### config.mk
export PLATFORM = sky130hd
export DESIGN_NAME = irq_ctrl
export DESIGN_NICKNAME = d
export VERILOG_FILES = /design/src/rtl/irq_pkg.sv /design/src/rtl/irq_pin_edge.sv /design/src/rtl/irq_req_bank.sv /design/src/rtl/irq_prio.sv /design/src/rtl/irq_ctrl.sv
export SDC_FILE = /design/constraint.sdc
export NUM_CORES = 1
export LEC_CHECK = 0
export BUFFER_PORTS_ARGS = -buffer_cell sky130_fd_sc_hd__buf_2
export CELL_PAD_IN_SITES_DETAIL_PLACEMENT = 0
export CELL_PAD_IN_SITES_GLOBAL_PLACEMENT = 1
export CORE_MARGIN = 3
export CORE_UTILIZATION = 44
export DETAILED_ROUTE_END_ITERATION = 10
export GPL_ROUTABILITY_DRIVEN = 1
export PLACE_DENSITY_LB_ADDON = 0.1
export SYNTH_ARGS = -nofsm -noshare
export SYNTH_HDL_FRONTEND = slang
export SYNTH_HIERARCHICAL = 1
export SYNTH_SLANG_ARGS = --single-unit
### constraint.sdc
create_clock -name clk -period 6.3 [get_ports clk]
set_input_delay 1.26 -clock clk [delete_from_list [all_inputs] [get_ports clk]]
set_output_delay 1.26 -clock clk [all_outputs]
set_load 0.005 [all_outputs]
### src/rtl/irq_pkg.sv
package irq_pkg;
  localparam int ADDR_W  = 12;
  localparam int DATA_W  = 8;
  localparam int NSRC    = 15;
  localparam int N_PIN   = 2;
  localparam int ID_W    = $clog2(NSRC);
  localparam int HI_W    = NSRC - DATA_W;

  localparam logic [ADDR_W-1:0] A_REQ_LO = 12'h03C;
  localparam logic [ADDR_W-1:0] A_REQ_HI = 12'h03D;
  localparam logic [ADDR_W-1:0] A_EN_LO  = 12'h03E;
  localparam logic [ADDR_W-1:0] A_EN_HI  = 12'h03F;
  localparam logic [ADDR_W-1:0] A_EDGE   = 12'hFF3;

  localparam int PIN0_SRC = 4;
  localparam int PIN1_SRC = 8;

  typedef enum logic [2:0] {
    SEL_NONE, SEL_REQ_LO, SEL_REQ_HI, SEL_EN_LO, SEL_EN_HI, SEL_EDGE
  } reg_sel_e;

  function automatic reg_sel_e decode(input logic [ADDR_W-1:0] a);
    case (a)
      A_REQ_LO: return SEL_REQ_LO;
      A_REQ_HI: return SEL_REQ_HI;
      A_EN_LO:  return SEL_EN_LO;
      A_EN_HI:  return SEL_EN_HI;
      A_EDGE:   return SEL_EDGE;
      default:  return SEL_NONE;
    endcase
  endfunction

  function automatic logic [NSRC-1:0] pin_mask();
    logic [NSRC-1:0] m;
    m = '0;
    m[PIN0_SRC] = 1'b1;
    m[PIN1_SRC] = 1'b1;
    return m;
  endfunction

  function automatic logic [ID_W-1:0] lowest_set(input logic [NSRC-1:0] v);
    logic [ID_W-1:0] r;
    r = '0;
    for (int i = NSRC - 1; i >= 0; i--) begin
      if (v[i]) r = ID_W'(i);
    end
    return r;
  endfunction
endpackage

### src/rtl/irq_pin_edge.sv
module irq_pin_edge #(
  parameter int N_PIN  = 2,
  parameter int STAGES = 2
) (
  input  logic             clk,
  input  logic             rst_n,
  input  logic [N_PIN-1:0] pin_i,
  input  logic [N_PIN-1:0] rise_sel_i,
  output logic [N_PIN-1:0] edge_o
);
  for (genvar g = 0; g < N_PIN; g++) begin : g_pin
    logic [STAGES:0] sh_q;
    logic cur, prv;
    always_ff @(posedge clk) begin
      if (!rst_n) sh_q <= '0;
      else        sh_q <= {sh_q[STAGES-1:0], pin_i[g]};
    end
    assign cur = sh_q[STAGES-1];
    assign prv = sh_q[STAGES];
    assign edge_o[g] = rise_sel_i[g] ? (cur & ~prv) : (~cur & prv);
  end
endmodule

### src/rtl/irq_req_bank.sv
module irq_req_bank #(
  parameter int NSRC = 15
) (
  input  logic            clk,
  input  logic            rst_n,
  input  logic [NSRC-1:0] set_i,
  input  logic [NSRC-1:0] clr_i,
  output logic [NSRC-1:0] req_o
);
  always_ff @(posedge clk) begin
    if (!rst_n) req_o <= '0;
    else        req_o <= (req_o & ~clr_i) | set_i;
  end
endmodule

### src/rtl/irq_prio.sv
module irq_prio
  import irq_pkg::*;
(
  input  logic [NSRC-1:0] pend_i,
  output logic            any_o,
  output logic [ID_W-1:0] id_o
);
  assign any_o = |pend_i;
  assign id_o  = lowest_set(pend_i);
endmodule

### src/rtl/irq_ctrl.sv
module irq_ctrl
  import irq_pkg::*;
#(
  parameter int SYNC_STAGES = 2
) (
  input  logic              clk,
  input  logic              rst_n,
  input  logic [ADDR_W-1:0] bus_addr,
  input  logic [DATA_W-1:0] bus_wdata,
  input  logic              bus_we,
  output logic [DATA_W-1:0] bus_rdata,
  input  logic [NSRC-1:0]   evt_i,
  input  logic [N_PIN-1:0]  ext_pin_i,
  input  logic              gdis_i,
  input  logic              ack_i,
  output logic              irq_o,
  output logic [ID_W-1:0]   irq_id_o
);
  localparam logic [NSRC-1:0] PIN_SRCS = pin_mask();

  reg_sel_e          sel;
  logic [NSRC-1:0]   req_q, en_q, hw_set, sw_clr, ack_clr, pend;
  logic [N_PIN-1:0]  edge_q, pin_edge;
  logic              pend_any;
  logic              ack_take;

  assign sel = decode(bus_addr);

  irq_pin_edge #(.N_PIN(N_PIN), .STAGES(SYNC_STAGES)) u_pin (
    .clk(clk), .rst_n(rst_n), .pin_i(ext_pin_i),
    .rise_sel_i(edge_q), .edge_o(pin_edge)
  );

  always_comb begin
    hw_set = evt_i & ~PIN_SRCS;
    hw_set[PIN0_SRC] = pin_edge[0];
    hw_set[PIN1_SRC] = pin_edge[1];
  end

  always_comb begin
    sw_clr = '0;
    if (bus_we && sel == SEL_REQ_LO) sw_clr[DATA_W-1:0] = ~bus_wdata;
    if (bus_we && sel == SEL_REQ_HI) sw_clr[NSRC-1:DATA_W] = ~bus_wdata[HI_W-1:0];
  end

  assign ack_take = ack_i && irq_o;
  assign ack_clr  = ack_take ? (NSRC'(1) << irq_id_o) : '0;

  irq_req_bank #(.NSRC(NSRC)) u_req (
    .clk(clk), .rst_n(rst_n), .set_i(hw_set),
    .clr_i(sw_clr | ack_clr), .req_o(req_q)
  );

  always_ff @(posedge clk) begin
    if (!rst_n) begin
      en_q   <= '0;
      edge_q <= '0;
    end else if (bus_we) begin
      if (sel == SEL_EN_LO) en_q[DATA_W-1:0]    <= bus_wdata;
      if (sel == SEL_EN_HI) en_q[NSRC-1:DATA_W] <= bus_wdata[HI_W-1:0];
      if (sel == SEL_EDGE)  edge_q              <= bus_wdata[N_PIN-1:0];
    end
  end

  assign pend = req_q & en_q;

  irq_prio u_prio (.pend_i(pend), .any_o(pend_any), .id_o(irq_id_o));

  assign irq_o = pend_any && !gdis_i;

  always_comb begin
    case (sel)
      SEL_REQ_LO: bus_rdata = req_q[DATA_W-1:0];
      SEL_REQ_HI: bus_rdata = DATA_W'(req_q[NSRC-1:DATA_W]);
      SEL_EN_LO:  bus_rdata = en_q[DATA_W-1:0];
      SEL_EN_HI:  bus_rdata = DATA_W'(en_q[NSRC-1:DATA_W]);
      SEL_EDGE:   bus_rdata = DATA_W'(edge_q);
      default:    bus_rdata = '0;
    endcase
  end
endmodule

==> metrics, run 1 <==
Netlist cell types between 40 and 50; Rows 26; post-layout min period slightly below 4 ns; io pins between 50 and 60; power share of the sequential group 52.5%; # resized after CTS 0; largest net degree at the start of global routing 47; Avg Synthesized Cell Area 9.638 um^2; n_diodes 0; fillcell total 525; Post-DP HPWL 4.157 mm; final number of setup-violating endpoints 0; Worst-path clk slew 0.07 ns; Post-CTS Setup Inserts 0; Comb pwr share 10.7%; Slew headroom 35.86%; DRC marker count from the first detailed-route iteration 104; Max IR drop VDD between 100 and 150 uV; period utilisation layout roughly three fifths; Psw 120.0 uW; non-filler instance count after layout 366; via count ~2000; unrepaired setup endpoints after global routing no; die area 6376 um^2; CP arrival 2.60 ns; Crit Path Class in2out; CTS max path bufs 2; total global-route track usage 19.19%; Synth warnings 6; fin worst setup slack 2.439 ns; final core utilization between 50% and 60%; pre-CTS WS 2.418 ns; clock share of power 36.8%; FFs w/ async S/R, synth 0%; Worst Path Max Fanout 26; Mapped Cells 249; Die W 79.85 um; port buffer count 52; hold buffer count at cts 0; TritonRoute pass-1 iters 4; Primary FF master, synth dfxtp_1; Seq/Total Area, Yosys 31.70%; gp weighted congestion around 0.84; synth-to-layout area growth 15.28%; startpoint types primary input; Leakage 1.192 nW; FMAX between 0.2 and 0.3 GHz; outcome finished clean; CTS Buf Count 5; switching share of power 24.98%; final antenna-violating net count 0; Mapped Nets 291; hold path cells 1; FF+latch count, synth 38; clock sinks 38; total grt overflow 0; Pint 360.5 uW; WL/cell about 16 um; post-synthesis cell area 2400 um^2; first-pass GRT wire length 9.342 mm; Post-synth EDFFs 0; WP data required 5.04 ns; root buffer cell clkbuf_8; DRC violations left 0; core area around 5200 um^2; Final Routed Wirelength between 5 and 6 mm; PwrDens 173.7 nW/um^2; Worst Clk Skew between 0.004 and 0.005 ns; number of max-cap violations 0; clock tree from TritonCTS done; DIE HEIGHT between 70 and 80 um; slew of the pin with the lowest slew margin between 0.9 and 1 ns; cell count after placement 358; Starting Density 46.11%; final hold violations 0; commonest non-fill, non-tap cell in the layout buf_2; Min-Delay Path Class reg2reg; most frequent cells in the layout 52 x buf_2, 38 x dfxtp_1, 29 x nand2_1; Setup TNS Final 0 ns; Slew Limit Fails 0; layout cells sized above 1 30.41%; number of global-route vias before repair 1943; H-tree depth 2; Via density 5.467; clock latency at the later pin of the worst-skew pair 0.29 ns; initial antenna violation count 0; r2r worst-path depth 9; Setup crit end kind output pin; nets 337
[critical path, stage by stage]
cell	delay, ns
buf_2	0.51
nand4_1	0.24
nor3_1	0.31
o2bb2ai_1	0.14
buf_2	0.14
[kinds of logic (layout without fill, tap and decap cells)]
family                 Yosys count  after routing  synth area share, %
buffers and inverters           19             66                4.431
and+or+nand+nor                125            125                31.70
DFF                             38             38                31.70
AOI/OAI and AO/OA               42             42                18.09
muxes                           25             25                14.08
[power by group through the flow]
| stage | clock network [mW] | registers [mW] | logic, mW |
|---|---|---|---|
| 6_report | 0.177 | 0.252 | 0.0514 |
| 5_1_grt | 0.192 | 0.253 | 0.0570 |
| 4_1_cts | 0.183 | 0.252 | 0.0519 |
| 3_5_place_dp | 0 | 0.258 | 0.0517 |
| 3_3_place_gp | 0 | 0.258 | 0.0509 |
| 2_1_floorplan | 0 | 0.256 | 0.0315 |
[cell usage after synthesis (2+ instances only)]
library cell	instances	share of area (%)
inv_1	4	0.63
o2bb2ai_1	2	0.73
mux2i_1	18	7.5
and2_2	2	0.63
buf_6	3	1.4
o41ai_2	12	8.1
mux4_2	7	6.6
clkbuf_1	7	1.1
dfxtp_1	38	32
nand3_1	6	1.3
o21a_1	15	4.7
buf_4	3	0.94
nand2_1	29	4.5
o41ai_1	3	1.1
nor3_1	2	0.42
nand3b_1	6	1.9
and3b_1	2	0.73
and2_1	20	5.2
nor2b_1	24	6.3
nor2_1	8	1.3
nand2b_1	5	1.3
a21oi_1	2	0.42
nor4_1	3	0.78
nand4_1	4	1.0
o22ai_2	2	1.0
nand4b_1	2	0.73
[final cells by class]
class	count	area (um^2)	area share, %
Clock buffer	6	82.58	2.985
Clock inverter	2	12.51	0.4523
Multi-Input combinational cell	192	1533	55.40
Sequential cell	38	760.7	27.50
Timing Repair Buffer	54	275.3	9.950
Inverter	4	15.01	0.5427
Tap cell	70	87.58	3.166
[state kept, by name (all words and copies together), names as in the netlist]
| register | flops |
|---|---|
| edge_q | 2 |
| en_q | 15 |
| u_pin/g_pin.sh_q | 6 |
| u_req/req_o | 15 |
[final timing paths]
check,start,to,slack (ns)
worst max-delay path,bus_addr[1],bus_rdata[1],2.44
worst min-delay path,u_pin/g_pin[1].sh_q[0]$_SDFF_PN0_,u_pin/g_pin[1].sh_q[1]$_SDFF_PN0_,0.44
worst max register to register,en_q[13]$_SDFFE_PN0P_,u_req/req_o[11]$_SDFF_PN0_,3.80
worst min register to register,u_pin/g_pin[1].sh_q[0]$_SDFF_PN0_,u_pin/g_pin[1].sh_q[1]$_SDFF_PN0_,0.44
[per-layer routing]
layer	vias to the layer above	wire length, um	track usage, %
li1	1004	-	-
met5	-	0	0
met4	0	76	7.095
met2	48	2593	30.30
met1	944	2861	26.25
met3	5	281	3.160
[stage by stage]
step	hold WS (ns)	area (um^2)	total power [mW]
finish	0.4356	2766	0.4806
global route	0.4526	2766	0.5026
CTS	0.4436	2766	0.4870
detailed placement	0.4222	2671	0.3098
global placement	0.4114	2671	0.3087
floorplan	0.4057	2400	0.2879
Power figures use the tool's default switching activity.
==> run 2, diff against run 1 <==
--- a/config.mk
+++ b/config.mk
@@ -9,7 +9,7 @@
 export CELL_PAD_IN_SITES_DETAIL_PLACEMENT = 0
 export CELL_PAD_IN_SITES_GLOBAL_PLACEMENT = 1
 export CORE_MARGIN = 3
-export CORE_UTILIZATION = 44
+export CORE_UTILIZATION = 37
 export DETAILED_ROUTE_END_ITERATION = 10
 export GPL_ROUTABILITY_DRIVEN = 1
 export PLACE_DENSITY_LB_ADDON = 0.1
==> constraint.sdc (replaced) <==
create_clock -name clk -period 3.1 [get_ports clk]
set_input_delay 0.62 -clock clk [delete_from_list [all_inputs] [get_ports clk]]
set_output_delay 0.62 -clock clk [all_outputs]
set_load 0.005 [all_outputs]
==> run 2 against run 1 <==
Effect of this change: register-to-register slack lost 3.2 ns; combinational power grew 110%; via count grew 0.90%; clock power grew 100%; critical endpoint is now irq_id_o[1]; largest power group unchanged.
==> metrics, run 2 (synthesis results as in run 1) <==
die area 7488 um^2 (+17%); H-tree depth 2 (unchanged); final antenna-violating net count 0 (unchanged); final core utilization 45.79% (-7.4 points); clock latency at the later pin of the worst-skew pair 0.29 ns (about the same); register area 760.7 um^2 (unchanged); total grt overflow 0 (unchanged); Final Routed Wirelength 6.021 mm (+3.6%); CTS max path bufs 2 (unchanged); Min-Delay Path Class reg2reg; most used routing layer in global routing met2; crit-path max cell delay 0.80 ns (+0.29 ns); PwrDens 350.6 nW/um^2 (+100%); CP arrival 2.15 ns (-0.45 ns); met1 Use GR 22.56% (-3.7 points); Rows 28 (+7.7%); Post-CTS Setup Inserts 0 (unchanged); total global-route track usage 16.88% (-2.3 points); clock sinks 38 (unchanged); WP data required 2.48 ns (-2.56 ns); Worst setup endpoint irq_id_o[1]; DIE HEIGHT 86.54 um (+8.4%); Worst Clk Skew 0.006549 ns (+0.002137 ns); r2r endpoint u_req/req_o[10]$_SDFF_PN0_; met2 Use GR 28.16% (-2.1 points); fin worst setup slack 0.3278 ns (-2.111 ns); via count 2019 (+0.90%); WL/cell 16.10 um (+1.4%); Via density 5.398 (-1.3%); Post-DP HPWL 4.403 mm (+5.9%); startpoint types flop; placed standard-cell area 2700 um^2 (+1.1%); Crit path max-delay family compound AO/OA/AOI/OAI gates; HP Start u_pin/g_pin[1].sh_q[0]$_SDFF_PN0_; largest registers en_q (15), u_req/req_o (15), u_pin/g_pin.sh_q (6); Finished Cell Area 2791 um^2 (+0.90%); Setup TNS Final 0 ns (unchanged); io pins 55 (unchanged); Setup crit end kind output pin; r2r worst-path depth 8 (-1); stages on the worst setup path 5 (unchanged); number of global-route vias before repair 1983 (+2.1%); Crit Path Class reg2out; synth-to-layout area growth 16.32%; slowest CP cell o32ai_1; DRC marker count from the first detailed-route iteration 75 (-28%); GR Layer Usage met3 3.042% (-0.12 points); Die W 86.54 um (+8.4%); nets 340 (+0.89%); non-filler instance count after layout 374 (+2.2%); first-pass GRT wire length 9.804 mm (+4.9%); pre-CTS WS 0.5498 ns (-1.869 ns); DRC violations left 0 (unchanged); RR Startpoint u_req/req_o[7]$_SDFF_PN0_; Worst Path Max Fanout 10 (-62%); post-layout min period 2.772 ns; outcome finished clean; gp weighted congestion 0.8467 (+0.30%); most frequent cells in the layout 52 x buf_2, 38 x dfxtp_1, 29 x nand2_1; # resized after CTS 0 (unchanged); period utilisation layout 89.43%; unrepaired setup endpoints after global routing no; cell count after placement 366 (+2.2%); n_diodes 0 (unchanged); commonest non-fill, non-tap cell in the layout buf_2; final hold violations 0 (unchanged); hold slack 0.4382 ns (+0.002628 ns); Starting Density 39.37% (-6.7 points); TritonRoute pass-1 iters 4 (unchanged); port buffer count 52 (unchanged); Worst-path clk slew 0.08 ns (about the same); root buffer cell clkbuf_8; R2R Setup Slk 0.65 ns (-3.15 ns); FMAX 0.3607 GHz; core area 6096 um^2 (+17%); number of max-cap violations 0 (unchanged); hold buffer count at cts 0 (unchanged); Leakage 1.208 nW (+1.4%); largest net degree at the start of global routing 47 (unchanged); worst path bufs/invs 2 (unchanged); Final Power 978.6 uW (+100%); clock tree from TritonCTS done; initial antenna violation count 0 (unchanged); final number of setup-violating endpoints 0 (unchanged); Slew Limit Fails 0 (unchanged); critical path startpoint u_req/req_o[2]$_SDFF_PN0_; slew of the pin with the lowest slew margin 0.9747 ns (+0.01907 ns); Slew headroom 34.82% (-1.0 points); CP Cell Sequence and2_1 > nor2_1 > o32ai_1 > buf_4 > buf_2; Max IR drop VDD 150.4 uV (+49%); fillcell total 609 (+16%); area of the multi-input gates 1533 um^2 (unchanged); layout cells sized above 1 30.77% (+0.36 points); CTS Buf Count 5 (unchanged)
[run 2: worst min-delay path by stage]
stage	end	slack, ns	cells after the start
after floorplan	u_pin/g_pin[1].sh_q[1]$_SDFF_PN0_	0.41	1
after global placement	u_pin/g_pin[1].sh_q[1]$_SDFF_PN0_	0.41	1
after detailed placement	u_pin/g_pin[1].sh_q[1]$_SDFF_PN0_	0.42	1
after CTS	u_pin/g_pin[1].sh_q[1]$_SDFF_PN0_	0.44	1
after global routing	u_pin/g_pin[0].sh_q[1]$_SDFF_PN0_	0.46	1
final	u_pin/g_pin[1].sh_q[1]$_SDFF_PN0_	0.44	1
[run 2: area by class of cell]
type                       instances  area share, %
clock inverter                     1         0.1793
inverter                           4         0.5379
multi-input combinational        192          54.91
tap                               75          3.362
sequential                        38          27.25
timing repair buffer              57          10.67
clock buffer                       7          3.093
[run 2: power by group]
| group | internal (mW) | switching [mW] | total [mW] |
|---|---|---|---|
| Clock | 0.180 | 0.180 | 0.360 |
| Sequential | 0.504 | 0.00919 | 0.513 |
| Combinational | 0.0515 | 0.0543 | 0.106 |
| Total | 0.735 | 0.244 | 0.979 |
[run 2: metal layers]
layer,vias to the layer above,share of wire (%),routed length [um]
met2,53,45,2729
met4,0,1.3,76
met3,7,5.8,348
met1,948,48,2866
met5,-,0,0
li1,1011,-,-
